[src/rtl/lpc_resp_pkg.sv]
package lpc_resp_pkg;

  localparam logic [3:0] NIB_START  = 4'b0000;
  localparam logic [3:0] SYNC_LONG  = 4'b0110;
  localparam logic [3:0] SYNC_READY = 4'b0000;
  localparam logic [3:0] NIB_TAR    = 4'b1111;

  typedef enum logic [3:0] {
    ST_IDLE, ST_CTYPE, ST_ADDR, ST_WDATA, ST_HTAR,
    ST_SYNC, ST_READY, ST_RDATA, ST_TEND, ST_TREL
  } lpcState_e;

  typedef enum logic [2:0] {
    DRV_NONE, DRV_WAIT, DRV_OK, DRV_RLO, DRV_RHI, DRV_TAR
  } drvSel_e;

  typedef struct packed {
    logic    shiftAddr;
    logic    shiftData;
    logic    setDir;
    logic    latchRd;
    drvSel_e drv;
  } dpCtl_t;

endpackage

[src/rtl/lpc_resp_dp.sv]
module lpc_resp_dp
  import lpc_resp_pkg::*;
#(
  parameter int ADDR_W = 16
) (
  input  logic              clk,
  input  logic              rstN,
  input  dpCtl_t            ctl,
  input  logic [3:0]        adIn,
  input  logic [ADDR_W-1:0] winBase,
  input  logic [ADDR_W-1:0] winLimit,
  input  logic [7:0]        locRdata,
  output logic              winHit,
  output logic              isWrite,
  output logic [ADDR_W-1:0] locAddr,
  output logic [7:0]        locWdata,
  output logic [3:0]        adOut,
  output logic              adOe
);

  logic [ADDR_W-1:0] addrQ;
  logic [ADDR_W-1:0] addrNext;
  logic [7:0]        wdataQ;
  logic [7:0]        rdataQ;
  logic              isWriteQ;

  // address including the nibble on the bus this clock
  assign addrNext = {addrQ[ADDR_W-5:0], adIn};
  assign winHit   = (addrNext >= winBase) && (addrNext <= winLimit);

  always_ff @(posedge clk or negedge rstN) begin
    if (!rstN) begin
      addrQ    <= '0;
      wdataQ   <= '0;
      rdataQ   <= '0;
      isWriteQ <= 1'b0;
    end else begin
      if (ctl.shiftAddr) addrQ    <= addrNext;
      if (ctl.shiftData) wdataQ   <= {adIn, wdataQ[7:4]};
      if (ctl.setDir)    isWriteQ <= adIn[1];
      if (ctl.latchRd)   rdataQ   <= locRdata;
    end
  end

  always_comb begin
    unique case (ctl.drv)
      DRV_WAIT: adOut = SYNC_LONG;
      DRV_OK:   adOut = SYNC_READY;
      DRV_RLO:  adOut = rdataQ[3:0];
      DRV_RHI:  adOut = rdataQ[7:4];
      DRV_TAR:  adOut = NIB_TAR;
      default:  adOut = NIB_TAR;
    endcase
  end

  assign adOe     = (ctl.drv != DRV_NONE);
  assign isWrite  = isWriteQ;
  assign locAddr  = addrQ;
  assign locWdata = wdataQ;

endmodule

[src/rtl/lpc_resp_ctrl.sv]
module lpc_resp_ctrl
  import lpc_resp_pkg::*;
#(
  parameter int ADDR_W = 16
) (
  input  logic       clk,
  input  logic       rstN,
  input  logic       frameN,
  input  logic [3:0] adIn,
  input  logic       winHit,
  input  logic       isWrite,
  input  logic       locAck,
  output dpCtl_t     ctl,
  output logic       locReq
);

  localparam int ADDR_NIBS = ADDR_W / 4;
  localparam int CNT_W     = (ADDR_NIBS > 2) ? $clog2(ADDR_NIBS) : 1;
  localparam logic [CNT_W-1:0] LAST_ADDR = CNT_W'(ADDR_NIBS - 1);
  localparam logic [CNT_W-1:0] ONE       = CNT_W'(1);

  lpcState_e       state, stateNxt;
  logic [CNT_W-1:0] cnt, cntNxt;

  always_ff @(posedge clk or negedge rstN) begin
    if (!rstN) begin
      state <= ST_IDLE;
      cnt   <= '0;
    end else begin
      state <= stateNxt;
      cnt   <= cntNxt;
    end
  end

  always_comb begin
    stateNxt      = state;
    cntNxt        = cnt;
    ctl.shiftAddr = 1'b0;
    ctl.shiftData = 1'b0;
    ctl.setDir    = 1'b0;
    ctl.latchRd   = 1'b0;
    unique case (state)
      ST_SYNC:  ctl.drv = DRV_WAIT;
      ST_READY: ctl.drv = DRV_OK;
      ST_RDATA: ctl.drv = (cnt == '0) ? DRV_RLO : DRV_RHI;
      ST_TEND:  ctl.drv = DRV_TAR;
      default:  ctl.drv = DRV_NONE;
    endcase

    if (!frameN) begin
      // frame strobe: start a new cycle or abandon the current one
      stateNxt = (adIn == NIB_START) ? ST_CTYPE : ST_IDLE;
      cntNxt   = '0;
    end else begin
      unique case (state)
        ST_CTYPE: begin
          if (adIn[3:2] == 2'b00) begin
            ctl.setDir = 1'b1;
            stateNxt   = ST_ADDR;
            cntNxt     = '0;
          end else begin
            stateNxt = ST_IDLE;
          end
        end
        ST_ADDR: begin
          ctl.shiftAddr = 1'b1;
          if (cnt == LAST_ADDR) begin
            cntNxt = '0;
            if (!winHit)      stateNxt = ST_IDLE;
            else if (isWrite) stateNxt = ST_WDATA;
            else              stateNxt = ST_HTAR;
          end else begin
            cntNxt = cnt + ONE;
          end
        end
        ST_WDATA: begin
          ctl.shiftData = 1'b1;
          if (cnt == ONE) begin
            stateNxt = ST_HTAR;
            cntNxt   = '0;
          end else begin
            cntNxt = cnt + ONE;
          end
        end
        ST_HTAR: begin
          if (cnt == ONE) begin
            stateNxt = ST_SYNC;
            cntNxt   = '0;
          end else begin
            cntNxt = cnt + ONE;
          end
        end
        ST_SYNC: begin
          if (locAck) begin
            ctl.latchRd = 1'b1;
            stateNxt    = ST_READY;
          end
        end
        ST_READY: stateNxt = isWrite ? ST_TEND : ST_RDATA;
        ST_RDATA: begin
          if (cnt == ONE) begin
            stateNxt = ST_TEND;
            cntNxt   = '0;
          end else begin
            cntNxt = cnt + ONE;
          end
        end
        ST_TEND: stateNxt = ST_TREL;
        ST_TREL: stateNxt = ST_IDLE;
        default: stateNxt = ST_IDLE;
      endcase
    end
  end

  assign locReq = (state == ST_SYNC);

endmodule

[src/rtl/lpc_io_responder.sv]
module lpc_io_responder
  import lpc_resp_pkg::*;
#(
  parameter int ADDR_W = 16
) (
  input  logic              clk,
  input  logic              rstN,
  input  logic              busFrameN,
  input  logic [3:0]        busAdIn,
  output logic [3:0]        busAdOut,
  output logic              busAdOe,
  input  logic [ADDR_W-1:0] winBase,
  input  logic [ADDR_W-1:0] winLimit,
  output logic              locReq,
  output logic              locWrite,
  output logic [ADDR_W-1:0] locAddr,
  output logic [7:0]        locWdata,
  input  logic [7:0]        locRdata,
  input  logic              locAck
);

  dpCtl_t ctl;
  logic   winHit;
  logic   isWrite;

  lpc_resp_ctrl #(.ADDR_W(ADDR_W)) u_ctrl (
    .clk     (clk),
    .rstN    (rstN),
    .frameN  (busFrameN),
    .adIn    (busAdIn),
    .winHit  (winHit),
    .isWrite (isWrite),
    .locAck  (locAck),
    .ctl     (ctl),
    .locReq  (locReq)
  );

  lpc_resp_dp #(.ADDR_W(ADDR_W)) u_dp (
    .clk      (clk),
    .rstN     (rstN),
    .ctl      (ctl),
    .adIn     (busAdIn),
    .winBase  (winBase),
    .winLimit (winLimit),
    .locRdata (locRdata),
    .winHit   (winHit),
    .isWrite  (isWrite),
    .locAddr  (locAddr),
    .locWdata (locWdata),
    .adOut    (busAdOut),
    .adOe     (busAdOe)
  );

  assign locWrite = isWrite;

endmodule

[config.mk]
export PLATFORM = sky130hd
export DESIGN_NAME = lpc_io_responder
export DESIGN_NICKNAME = d
export VERILOG_FILES = /design/src/rtl/lpc_resp_pkg.sv /design/src/rtl/lpc_resp_dp.sv /design/src/rtl/lpc_resp_ctrl.sv /design/src/rtl/lpc_io_responder.sv
export SDC_FILE = /design/constraint.sdc
export NUM_CORES = 1
export LEC_CHECK = 0
export ABC_CLOCK_PERIOD_IN_PS = 2900
export BUFFER_PORTS_ARGS = -buffer_cell sky130_fd_sc_hd__buf_2
export CORE_MARGIN = 8
export CORE_UTILIZATION = 56
export DETAILED_ROUTE_END_ITERATION = 16
export HOLD_SLACK_MARGIN = 0.06
export PLACE_DENSITY_LB_ADDON = 0.15
export SLEW_MARGIN = 20
export SYNTH_ARGS = -nofsm -noshare
export SYNTH_HDL_FRONTEND = slang
export SYNTH_SLANG_ARGS = --single-unit
[constraint.sdc]
create_clock -name clk -period 2.9 [get_ports clk]
set_input_delay 0.29 -clock clk [delete_from_list [all_inputs] [get_ports clk]]
set_output_delay 0.29 -clock clk [all_outputs]
set_load 0.01 [all_outputs]
# ---- Yosys cells after proc, flatten, opt, wreduce, memory -nomap -nowiden
# Cells that the tools add are included.
# W data, S select, Z words.
dict set report totals {
  ff_bits 39
  inputBits 48
  word_cells 65
}
dict set report classes {
  add_sub_neg 1
  magnitude_cmp 2
  n_eq_ne 21
  n_mux 27
  reduce_logical 8
}
# cell n
set op_table {}
lappend op_table {{$mux W4} 9}
lappend op_table {{$pmux W4 S8} 1}
lappend op_table {{$ne A3 B2 Y1 const B} 6}
lappend op_table {{$eq A4 B3 Y1 const B} 4}
lappend op_table {{$ge A16 B16 Y1} 1}
lappend op_table {{$le A16 B16 Y1} 1}
lappend op_table {{$pmux W4 S4} 1}
lappend op_table {{$pmux W3 S4} 1}
lappend op_table {{$mux W2} 5}
lappend op_table {{$eq A4 B2 Y1 const B} 2}
lappend op_table {{$mux W1} 7}
lappend op_table {{$eq A3 B2 Y1 const B} 2}
lappend op_table {{$mux W3} 2}
lappend op_table {{$pmux W2 S3} 1}
lappend op_table {{$reduce_and A5 Y1} 1}
lappend op_table {{$eq A4 B1 Y1 const B} 1}
lappend op_table {{$eq A4 B4 Y1 const B} 1}
lappend op_table {{$logic_not A2 Y1} 2}
lappend op_table {{$logic_not A4 Y1} 1}
lappend op_table {{$ne A4 B2 Y1 const B} 1}
lappend op_table {{$eq A3 B1 Y1 const B} 1}
lappend op_table {{$eq A3 B3 Y1 const B} 1}
lappend op_table {{$reduce_bool A3 Y1} 1}
lappend op_table {{$reduce_or A3 Y1} 1}
lappend op_table {{5 further kinds} 5}

# ---- Depth between registers and ports, before layout
# Gate-level depths: netlist of the first run.
dict set report depth {
  ltp_word 6
  mapped_depth 8
  ltp_nobuf 8
}

# ---- Cells and area by module
# Synthesis of the first run repeated with hierarchy kept, for this count alone.
dict set report hier_totals {
  hier_cells 275
  area_unflattened_um2 2776.4
}
# mod n_inst cells_each area_each_um2 seq_area_each_um2
set by_module_without_submodules {}
lappend by_module_without_submodules {lpc_resp_dp 1 197 2098.3 825.8}
lappend by_module_without_submodules {lpc_resp_ctrl 1 78 678.2 150.1}

# ---- Least setup slack after synthesis of the first run
# Ideal clock, no wire load.
dict set report synth_path {
  path_kind {input port to flip-flop}
  from {in busAdIn[0]}
  to {reg u_ctrl.state[2]}
  setup_time_ns 0.130
  arrival_time_ns 1.939
  required_ns 2.770
  slack_ns 0.830
  path_stages 8
  n_path_buf 0
  cell_sequence {inv_1 ha_1 nand2b_4 a2111oi_4 o32ai_1 or4_4 a41o_1 o2bb2ai_1}
}
dict set report synth_between {
  elab_chain_cells 6
  elab_cells_between_ends 7
  cone_classes {order compare: 2; mux: 4; reduce/logical: 1}
}
# element line_no
set synth_rtl {}
lappend synth_rtl {{start, declared} lpc_io_responder.sv:9} ;# input logic [3:0] busAdIn,
lappend synth_rtl {{$ge A16 B16 Y1 or $le A16 B16 Y1 (tied branches)} lpc_resp_dp.sv:29} ;# assign winHit = (addrNext >= winBase) && (addrNext <= winLimit);
lappend synth_rtl {{$logic_and A1 B1 Y1 *} lpc_resp_dp.sv:29}
lappend synth_rtl {{$mux W4 *} lpc_resp_ctrl.sv:69} ;# if (!winHit) stateNxt = ST_IDLE;
lappend synth_rtl {{$mux W4 *} lpc_resp_ctrl.sv:67} ;# if (cnt == LAST_ADDR) begin
lappend synth_rtl {{$pmux W4 S8 *} lpc_resp_ctrl.sv:55} ;# unique case (state)
lappend synth_rtl {{$mux W4 *} lpc_resp_ctrl.sv:50} ;# if (!frameN) begin
lappend synth_rtl {{end signal, assigned} lpc_resp_ctrl.sv:30} ;# state <= stateNxt;
lappend synth_rtl {{end, declared} lpc_resp_ctrl.sv:22} ;# lpcState_e state, stateNxt;
# Mark *: on every way between the ends. The rest lies on a longest branch, timed or not. The select of a mux whose other input is x is not followed.
# A chain may end at the register's enable or synchronous reset.

# ---- Final worst setup path of the first run
dict set report layout_path {
  from {reg u_ctrl.state[1]}
  to {out busAdOut[0]}
}
dict set report layout_between {
  elab_chain_cells 4
  elab_cells_between_ends 10
  cone_classes {eq/ne: 8; mux: 2}
}
# element line_no
set layout_rtl {}
lappend layout_rtl {{$eq A4 B4 Y1 or $eq A4 B3 Y1 (tied branches)} lpc_resp_ctrl.sv:42} ;# unique case (state)
lappend layout_rtl {{$pmux W3 S4 *} lpc_resp_ctrl.sv:42}
lappend layout_rtl {{$eq A3 B3 Y1, or another cell as far along} lpc_resp_dp.sv:46} ;# unique case (ctl.drv)
lappend layout_rtl {{$pmux W4 S4 *} lpc_resp_dp.sv:46}
lappend layout_rtl {{end, declared} lpc_io_responder.sv:10} ;# output logic [3:0] busAdOut,
# Mark *: on every way between the ends. The rest lies on a longest branch, timed or not.

==> flow_summary.ini, run 1 <==
[setup_path]
worstReg2RegStart = u_dp.locAddr[10]
max_stage_delay_ns = 0.55
worst-setup-path-type = reg -> out
r2r_slack_ns = 0.73
crit_path_max_fanout = 16
critPathBufInv = 1
worstSetupStartpointType = register
r2r_cells = 7
crit_path_cell_trace = nor3_1 > and2_1 > nor2_1 > a221o_1 > buf_2
r2r-end = u_ctrl.state[2]
required_ns = 2.61
critPathSlowestCell = dfrtp_1
arrival_ns = 1.96
end_kind = primary output
critPathTopFamily = simple AND/OR/NAND/NOR gates

[finish]
layout_commonest_cell = buf_2
layout.cells.non_filler = 404
mostFrequentLayoutCells = buf_2 (78), inv_1 (40), dfrtp_1 (39)
regArea_sq_um = 976
multi_input_area_sq_mm = 0.00153
areaGrowthSynthToFinish_pct = 19.9
stdcell_area_sq_mm = 0.00324
drive_gt1_share_pct = 35.4
antenna_cells = 0
layout.nets = 433
fill_cells = 375

[sta]
fin_skew_ns = 0.00837
setup_ws_ns = 0.650
finalHoldViolCount = 0
finalSetupViolCount = 0
tightestPinTransition_ns = 0.877
tns_ns = 0
rsz0062_at_grt = false
timing.fmax_ghz = 0.444
period_minus_slack_ns = 2.25
finalCritPeriodShare_pct = 77.6
max_slew_margin_pct = 41.6
maxSlewViolCount = 0

[clock_tree]
cts.sinks = 39
post_cts_buffers = 0
cts_tree = yes
holdBufCountCts = 0
worstSkewPairLatency_ns = 0.29
cts-root-buf = clkbuf_8
cts_buffers = 5
ctsHtreeMaxLevel = 2
path_clk_slew_ns = 0.08
cts_buffer_depth = 2
cts_resized = 0

[die]
core_sq_mm = 0.00469
rows = 25
die_x_microns = 85.5
io_pins = 79
die_h_microns = 85.5
initial_core_util_pct = 57.7
die-area_sq_mm = 0.00731

[place]
placedCellCount = 396
port_buffers = 78
place_area_sq_mm = 0.00313
dp_hpwl_microns = 5120
gp_congestion = 0.862
dp_slack_ns = 0.614

[yosys]
synth-main-ff-cell = dfrtp_1
synth_area_sq_mm = 0.00271
synthSimpleGateAreaFrac_pct = 11.9
yosysWarnings = 0
synth_fa_ha_area_share_pct = 16.7
synth_edf_count = 0
synth_area_per_cell_sq_um = 10.0
synthArstFlopShare_pct = 100
ys_ff_latch = 39
synth.distinct_cells = 42
syn_nets = 354
synth_mux_area_share_pct = 14.1
syn_inst = 270
synth_xor_xnor_area_share_pct = 0.971
seq_area_frac_synth_pct = 36.1
synth_compound_area_share_pct = 13.1
synth_top_family_by_area = adder cells

[flow_run]
drv_cap = 0

[detailed_routing]
drtIter0Drc = 160
drt_first_pass_iters = 4
drc = 0
wirelength_microns = 6460
dr_total_vias = 2262
drt-vias-per-instance = 5.60
wl_per_cell_microns = 16.0
ant_nets = 0

[power]
p_seq_share_pct = 48.3
internal_power_uw = 880
combPwrFrac_pct = 10.3
power.net_switching_uw = 260
clkPwrFrac_pct = 41.4
power.total_uw = 1140
leakage_uw = 0.00188
ir_drop_mv = 0.306
switching_share_pct = 22.8
p_per_area_mw_per_mm2 = 352

[min_path]
min-delay-path-class = in -> async

[grt]
overflow = 0
grt_max_degree = 40
grt_pass1_vias = 2407
antenna_found_initial = 0
grt_pass1_wl_microns = 11000
grt.total_usage_pct = 18.7

[outcome]
status = completed
[worst max path at each step]
stage	startpoint	endpoint	depth (start not counted)
2_1_floorplan	busAdIn[0]	u_ctrl.state[2]	8
3_3_place_gp	busAdIn[0]	u_ctrl.state[2]	9
3_5_place_dp	busAdIn[0]	u_ctrl.state[2]	9
4_1_cts	u_ctrl.state[1]	busAdOut[0]	5
5_1_grt	u_ctrl.state[1]	busAdOut[3]	5
6_report	u_ctrl.state[1]	busAdOut[0]	5
[kinds of logic after synthesis]
logic type                 count (synthesis)
and+or+nand+nor                           59
AOI/OAI and AO/OA                         52
buffers and inverters                     47
DFF                                       39
adders and majority gates                 36
muxes                                     34
xor gates and xnor gates                   3
[layer usage]
| metal | wire length, microns | vias to the layer above | track usage, % |
|---|---|---|---|
| li1 | - | 1118 | - |
| met4 | 99 | 0 | 5.89 |
| met1 | 2870 | 1069 | 23.1 |
| met2 | 3020 | 66 | 30.7 |
| met3 | 469 | 9 | 5.54 |
| met5 | 0 | - | 0 |
[sequential cells by signal, indices dropped and copies added, names as in the netlist]
register and cells:
u_dp.locWdata 8, u_ctrl.cnt 2, u_ctrl.state 4, u_dp.locAddr 16
u_dp.isWrite 1, u_dp.rdataQ 8
[cell usage after synthesis, types with 2 or more instances]
cell type | number | area share (%)
and2_1 | 2 | 0.46
o211ai_1 | 3 | 0.83
nand4_1 | 9 | 2.1
mux2i_1 | 2 | 0.74
nand3_1 | 5 | 0.92
o32ai_1 | 2 | 0.65
o21ai_0 | 13 | 2.4
nor2_1 | 11 | 1.5
and3_1 | 2 | 0.46
a21o_1 | 5 | 1.4
a221o_1 | 3 | 1.1
nor4_1 | 2 | 0.46
dfrtp_1 | 39 | 36
a21oi_1 | 14 | 2.6
nand2_1 | 10 | 1.4
nor3b_1 | 2 | 0.55
mux2_2 | 32 | 13
a21boi_0 | 2 | 0.55
xnor2_1 | 3 | 0.97
inv_1 | 40 | 5.6
or3_1 | 2 | 0.46
or2_2 | 2 | 0.46
nand2b_1 | 4 | 0.92
o21a_1 | 2 | 0.55
ha_1 | 36 | 17
buf_2 | 4 | 0.74
nor3_1 | 4 | 0.74
[metrics by stage]
stage / hold slack [ns] / util [%]
floorplan: -0.00559 / -
global placement: 0.453 / 66.6
detailed placement: 0.464 / 66.6
CTS: 0.151 / 69.1
global route: 0.203 / 69.1
finish: 0.113 / 69.1
[area by class of cell]
| type | instances | share of cell area [%] |
|---|---|---|
| Tap cell | 54 | 2.08 |
| Sequential cell | 39 | 30.1 |
| Clock buffer | 6 | 2.55 |
| Inverter | 40 | 4.63 |
| Timing Repair Buffer | 79 | 12.3 |
| Clock inverter | 2 | 1.08 |
| Multi-Input combinational cell | 184 | 47.3 |
[power by group through the flow]
| stage | Clock, uW | Sequential (uW) | Combinational, uW |
|---|---|---|---|
| 2_1_floorplan | 0 | 561 | 56.7 |
| 3_3_place_gp | 0 | 561 | 115 |
| 3_5_place_dp | 0 | 561 | 118 |
| 4_1_cts | 485 | 550 | 119 |
| 5_1_grt | 505 | 551 | 137 |
| 6_report | 473 | 550 | 117 |
(Power assumes the default switching activity.)
==> inputs of run 2 (changes only) <==
Settings changed: ABC_CLOCK_PERIOD_IN_PS 2900 to 2060, CORE_UTILIZATION 56 to 47.
Clock period 2.9 ns to 2.06 ns, I/O delays scaled along.
==> run 2 against run 1 <==
Against the previous run:
- the run now ends with negative setup slack left
- via count is 3.1% higher
- sequential power is 41% higher
- count of clock-buffer cells in the layout is 1 lower
- sequential cell count stayed put
- die area is 15% higher
- utilization is 4.4 points lower
- final cell count is 11% higher
- sequential share of layout area is 2.8 points lower
- first-iteration DRC count is 45% lower
- power is 41% higher
- global-route usage is 1.7 points lower
- worst setup slack worse by 0.68 ns
- critical path type is now reg -> reg
- critical endpoint is now u_ctrl.state[0]
- largest cell class unchanged
==> flow_summary.ini, run 2 (same netlist as run 1, synthesis figures left out) <==
[outcome]
status = finished with violations
violations = negative setup slack

[sta]
finalCritPeriodShare_pct = 101
maxSlewViolCount = 0
finalHoldViolCount = 0
max_slew_margin_pct = 65.6
timing.fmax_ghz = 0.479
setup_ws_ns = -0.0276
hold_ws_ns = 0.139
rsz0062_at_grt = true
finalSetupViolCount = 3
tightestPinTransition_ns = 0.516
tns_ns = -0.0411
period_minus_slack_ns = 2.09
fin_skew_ns = 0.00687

[grt]
grt_pass1_wl_microns = 11900
overflow = 0
grt_max_degree = 40
grt.total_usage_pct = 17.1
antenna_found_initial = 0
grt_pass1_vias = 2543

[finish]
layout.nets = 460
layout.cells.non_filler = 449
areaGrowthSynthToFinish_pct = 32.6
antenna_cells = 0
final_util_pct = 64.7
drive_gt1_share_pct = 44.8
largest_reg_flops = 16
mostFrequentLayoutCells = buf_2 (78), inv_1 (38), dfrtp_1 (36)
layout_commonest_cell = buf_2
stdcell_area_sq_mm = 0.00359

[setup_path]
required_ns = 2.27
worst-setup-path-type = reg -> reg
r2r_cells = 7
crit_path_max_fanout = 5
end_kind = register
r2r_slack_ns = -0.03
arrival_ns = 2.30
worstReg2RegStart = u_dp.locAddr[10]
r2r-end = u_ctrl.state[0]
worstSetupStartpointType = register
worstSetupEndpoint = u_ctrl.state[0]
critPathLaunch = u_dp.locAddr[10]

[clock_tree]
path_clk_slew_ns = 0.08
cts_tree = yes
cts.sinks = 39
cts-root-buf = clkbuf_8
cts_buffer_depth = 2
worstSkewPairLatency_ns = 0.29
cts_buffers = 5
ctsHtreeMaxLevel = 2

[power]
p_per_area_mw_per_mm2 = 448
leakage_uw = 0.00202
ir_drop_mv = 0.358

[min_path]
min-delay-path-class = in -> reg

[die]
die-area_sq_mm = 0.00844
initial_core_util_pct = 48.8
core_sq_mm = 0.00554
io_pins = 79
die_h_microns = 91.9
die_x_microns = 91.9
rows = 27

[detailed_routing]
wl_per_cell_microns = 15.9
drt_first_pass_iters = 4
drt-vias-per-instance = 5.20
drc = 0
wirelength_microns = 7130
drtIter0Drc = 88
dr_total_vias = 2333
ant_nets = 0

[place]
placedCellCount = 424
gp_congestion = 0.873
port_buffers = 78
dp_hpwl_microns = 5400
place_area_sq_mm = 0.00322

[flow_run]
drv_cap = 0
==> run 2: cell types whose count changed in the layout (fill, tap and decap cells not counted), moves of 2 or more <==
cell | previous run | this run
ha_1 | 36 | 32
buf_4 | 1 | 27
o21ai_0 | 13 | 11
ha_4 | 0 | 4
inv_1 | 40 | 38
dfrtp_2 | 0 | 3
o21ai_1 | 0 | 2
dfrtp_1 | 39 | 36
inv_2 | 0 | 2
==> run 2: cell type report <==
cell class              count  area (sq um)
clock inverters             3          43.8
clock buffers               5          68.8
inverters                  40           150
flip-flops and latches     39           980
well taps                  72          90.1
fillers                   491          1950
repair buffers            106           603
multi-input cells         184          1650
==> run 2: power by group <==
group / switching [uW] / internal, uW / total [uW]
Combinational: 102 / 91.2 / 193
Sequential: 5.28 / 769 / 774
Clock: 281 / 361 / 642
Total: 388 / 1220 / 1610
==> run 2: routing by layer <==
layer	share of wire [%]	track usage, %
met3	3.9	3.75
met4	0.93	5.50
met1	46	21.3
met2	49	28.6
met5	0	0
==> run 2: through the flow <==
stage | total power [uW] | worst slack [ns]
floorplan | 870 | 0.0742
global placement | 960 | -0.0582
detailed placement | 963 | -0.0823
CTS | 1620 | 0.0132
global route | 1680 | -0.127
finish | 1610 | -0.0276
==> run 2: critical path, stage by stage (launching register included) <==
cell and delay, ns:
dfrtp_2 0.45, ha_4 0.28, nand4_1 0.17, or3_4 0.44, o32ai_4 0.21, or4_4 0.16
nand4_1 0.12, a31oi_1 0.18
==> run 2: worst min-delay path by stage <==
stage                     slack [ns]              end         from  cells past startpoint
after global placement          0.30  u_dp.locAddr[4]         rstN                      2
after detailed placement        0.30  u_dp.locAddr[5]         rstN                      2
after floorplan                -0.09    u_ctrl.cnt[0]         rstN                      0
after CTS                       0.13   u_dp.rdataQ[2]  locRdata[2]                      2
after global routing            0.13   u_dp.rdataQ[0]  locRdata[0]                      2
final                           0.14   u_dp.rdataQ[5]  locRdata[5]                      2
==> run 2: repair_timing <==
| action | 4_1_cts | 5_1_grt |
|---|---|---|
| resized for setup | 15 | 10 |
| endpoints found under the setup margin | 5 | 5 |
| hold buffers | 1 | 0 |
| endpoints found under the hold margin | 39 | 0 |
| pin swaps | 6 | 14 |
| setup buffers | 7 | 10 |
==> inputs of run 3 (changes only) <==
Settings changed: CORE_MARGIN 8 to 2.
==> run 3 against run 2 <==
Against the previous run:
- the flow still finishes with violations (negative setup slack)
- highest routed layer unchanged
- power rose by 0.22%
- utilization decreased by 0.59 points
- routed wire length shrank 9.4%
- final cell count decreased by 1.3%
- combinational power shrank 3%
- global-route usage rose by 4.4 points
- hold slack worse by 0.0017 ns
- critical path type unchanged
==> flow_summary.ini, run 3 (same netlist as run 1, synthesis figures left out) <==
[sta]
finalSetupViolCount = 1
rsz0062_at_grt = true
tightestPinTransition_ns = 0.532
setup_ws_ns = -0.0128
finalCritPeriodShare_pct = 101
finalHoldViolCount = 0
maxSlewViolCount = 0
hold_ws_ns = 0.137
fin_skew_ns = 0.00872
max_slew_margin_pct = 64.5
period_minus_slack_ns = 2.07
timing.fmax_ghz = 0.482

[setup_path]
required_ns = 2.23
r2r-end = u_ctrl.state[2]
worst-setup-path-type = reg -> reg
arrival_ns = 2.25
r2r_cells = 7
end_kind = register
worstReg2RegStart = u_dp.locAddr[9]
worstSetupStartpointType = register
crit_path_max_fanout = 3
r2r_slack_ns = -0.01

[clock_tree]
cts_tree = yes
cts_buffers = 5
cts.sinks = 39
worstSkewPairLatency_ns = 0.29
cts_buffer_depth = 2
cts-root-buf = clkbuf_8
path_clk_slew_ns = 0.09
ctsHtreeMaxLevel = 2

[die]
core_sq_mm = 0.00554
die_x_microns = 79.9
die-area_sq_mm = 0.00638
initial_core_util_pct = 48.8
rows = 27
io_pins = 79
die_h_microns = 79.9

[finish]
largest_reg_flops = 16
areaGrowthSynthToFinish_pct = 31.4
final_util_pct = 64.2
mostFrequentLayoutCells = buf_2 (78), inv_1 (39), dfrtp_1 (36)
multi_input_area_sq_mm = 0.00166
drive_gt1_share_pct = 43.7
layout_commonest_cell = buf_2
fill_cells = 513
antenna_cells = 0
layout.nets = 454
regArea_sq_um = 980

[place]
dp_hpwl_microns = 4920
port_buffers = 78
gp_congestion = 0.883

[grt]
grt_max_degree = 40
antenna_found_initial = 0
grt_pass1_vias = 2364
grt_pass1_wl_microns = 10700
overflow = 0
grt.total_usage_pct = 21.5

[min_path]
hold_end = u_dp.rdataQ[3]
min-delay-path-class = in -> reg
hold_start = locRdata[3]
min_path_cells = 2

[outcome]
violations = negative setup slack
status = finished with violations

[power]
ir_drop_mv = 0.259
leakage_uw = 0.00199
p_per_area_mw_per_mm2 = 454

[detailed_routing]
drt_first_pass_iters = 4
drt-vias-per-instance = 5.27
drtIter0Drc = 117
dr_total_vias = 2335
wirelength_microns = 6460
ant_nets = 0
wl_per_cell_microns = 14.6
drc = 0

[flow_run]
drv_cap = 0
==> run 3: critical path, cell delays in order, from the launching register on <==
cell	delay, ns
dfrtp_2	0.45
ha_4	0.22
a21o_1	0.18
a21oi_2	0.15
o32ai_2	0.09
or4_4	0.54
a41o_1	0.20
o2bb2ai_1	0.12
==> run 3: per-stage QoR <==
stage          setup WS (ns)  total power, uW   TNS [ns]  cell area, sq um  instances
6_report             -0.0128             1610    -0.0128              3550        443
3_5_place_dp          -0.120              964     -0.120              3260        429
5_1_grt               -0.102             1700     -0.349              3550        443
2_1_floorplan         0.0742              870          0              2710        270
3_3_place_gp         -0.0922              961    -0.0922              3260        429
4_1_cts            -0.000881             1630  -0.000881              3430        441
==> run 3: per-layer routing <==
layer / part of all wire, % / up-vias / global-route usage (%)
met1: 47 / 1120 / 28.7
li1: - / 1157 / -
met2: 47 / 51 / 35.4
met4: 0.90 / 0 / 6.27
met5: 0 / - / 0
met3: 4.8 / 7 / 4.30
==> run 3: power by group <==
part | leakage [uW] | internal, uW | switching, uW
sequential | 0.000539 | 769 | 5.93
clock | 0.0000581 | 361 | 290
combinational | 0.00139 | 88.8 | 98.3
total | 0.00199 | 1220 | 394
==> run 3: timing repair <==
action,CTS,global route
pin swaps,3,11
gates cloned,0,0
hold buffers,1,0
resized for setup,6,16
buffers inserted,3,2
setup endpoints to repair,5,5
endpoints found under the hold margin,39,0
==> run 3: final cells by class <==
cell class | instances | area share, %
clock inverters | 3 | 1.23
multi-input cells | 184 | 46.8
well taps | 72 | 2.53
clock buffers | 5 | 1.94
flip-flops and latches | 39 | 27.6
repair buffers | 100 | 15.7
inverters | 40 | 4.22
==> run 3: worst max path at each step <==
stage	from	to	slack (ns)	depth (start not counted)
after CTS	u_dp.locAddr[1]	u_ctrl.state[0]	-0.0009	7
after detailed placement	busAdIn[0]	u_ctrl.state[2]	-0.12	9
after global routing	u_dp.locAddr[10]	u_ctrl.state[0]	-0.10	8
after floorplan	busAdIn[0]	u_ctrl.state[2]	0.07	8
final	u_dp.locAddr[9]	u_ctrl.state[2]	-0.01	7
after global placement	busAdIn[0]	u_ctrl.state[2]	-0.09	9
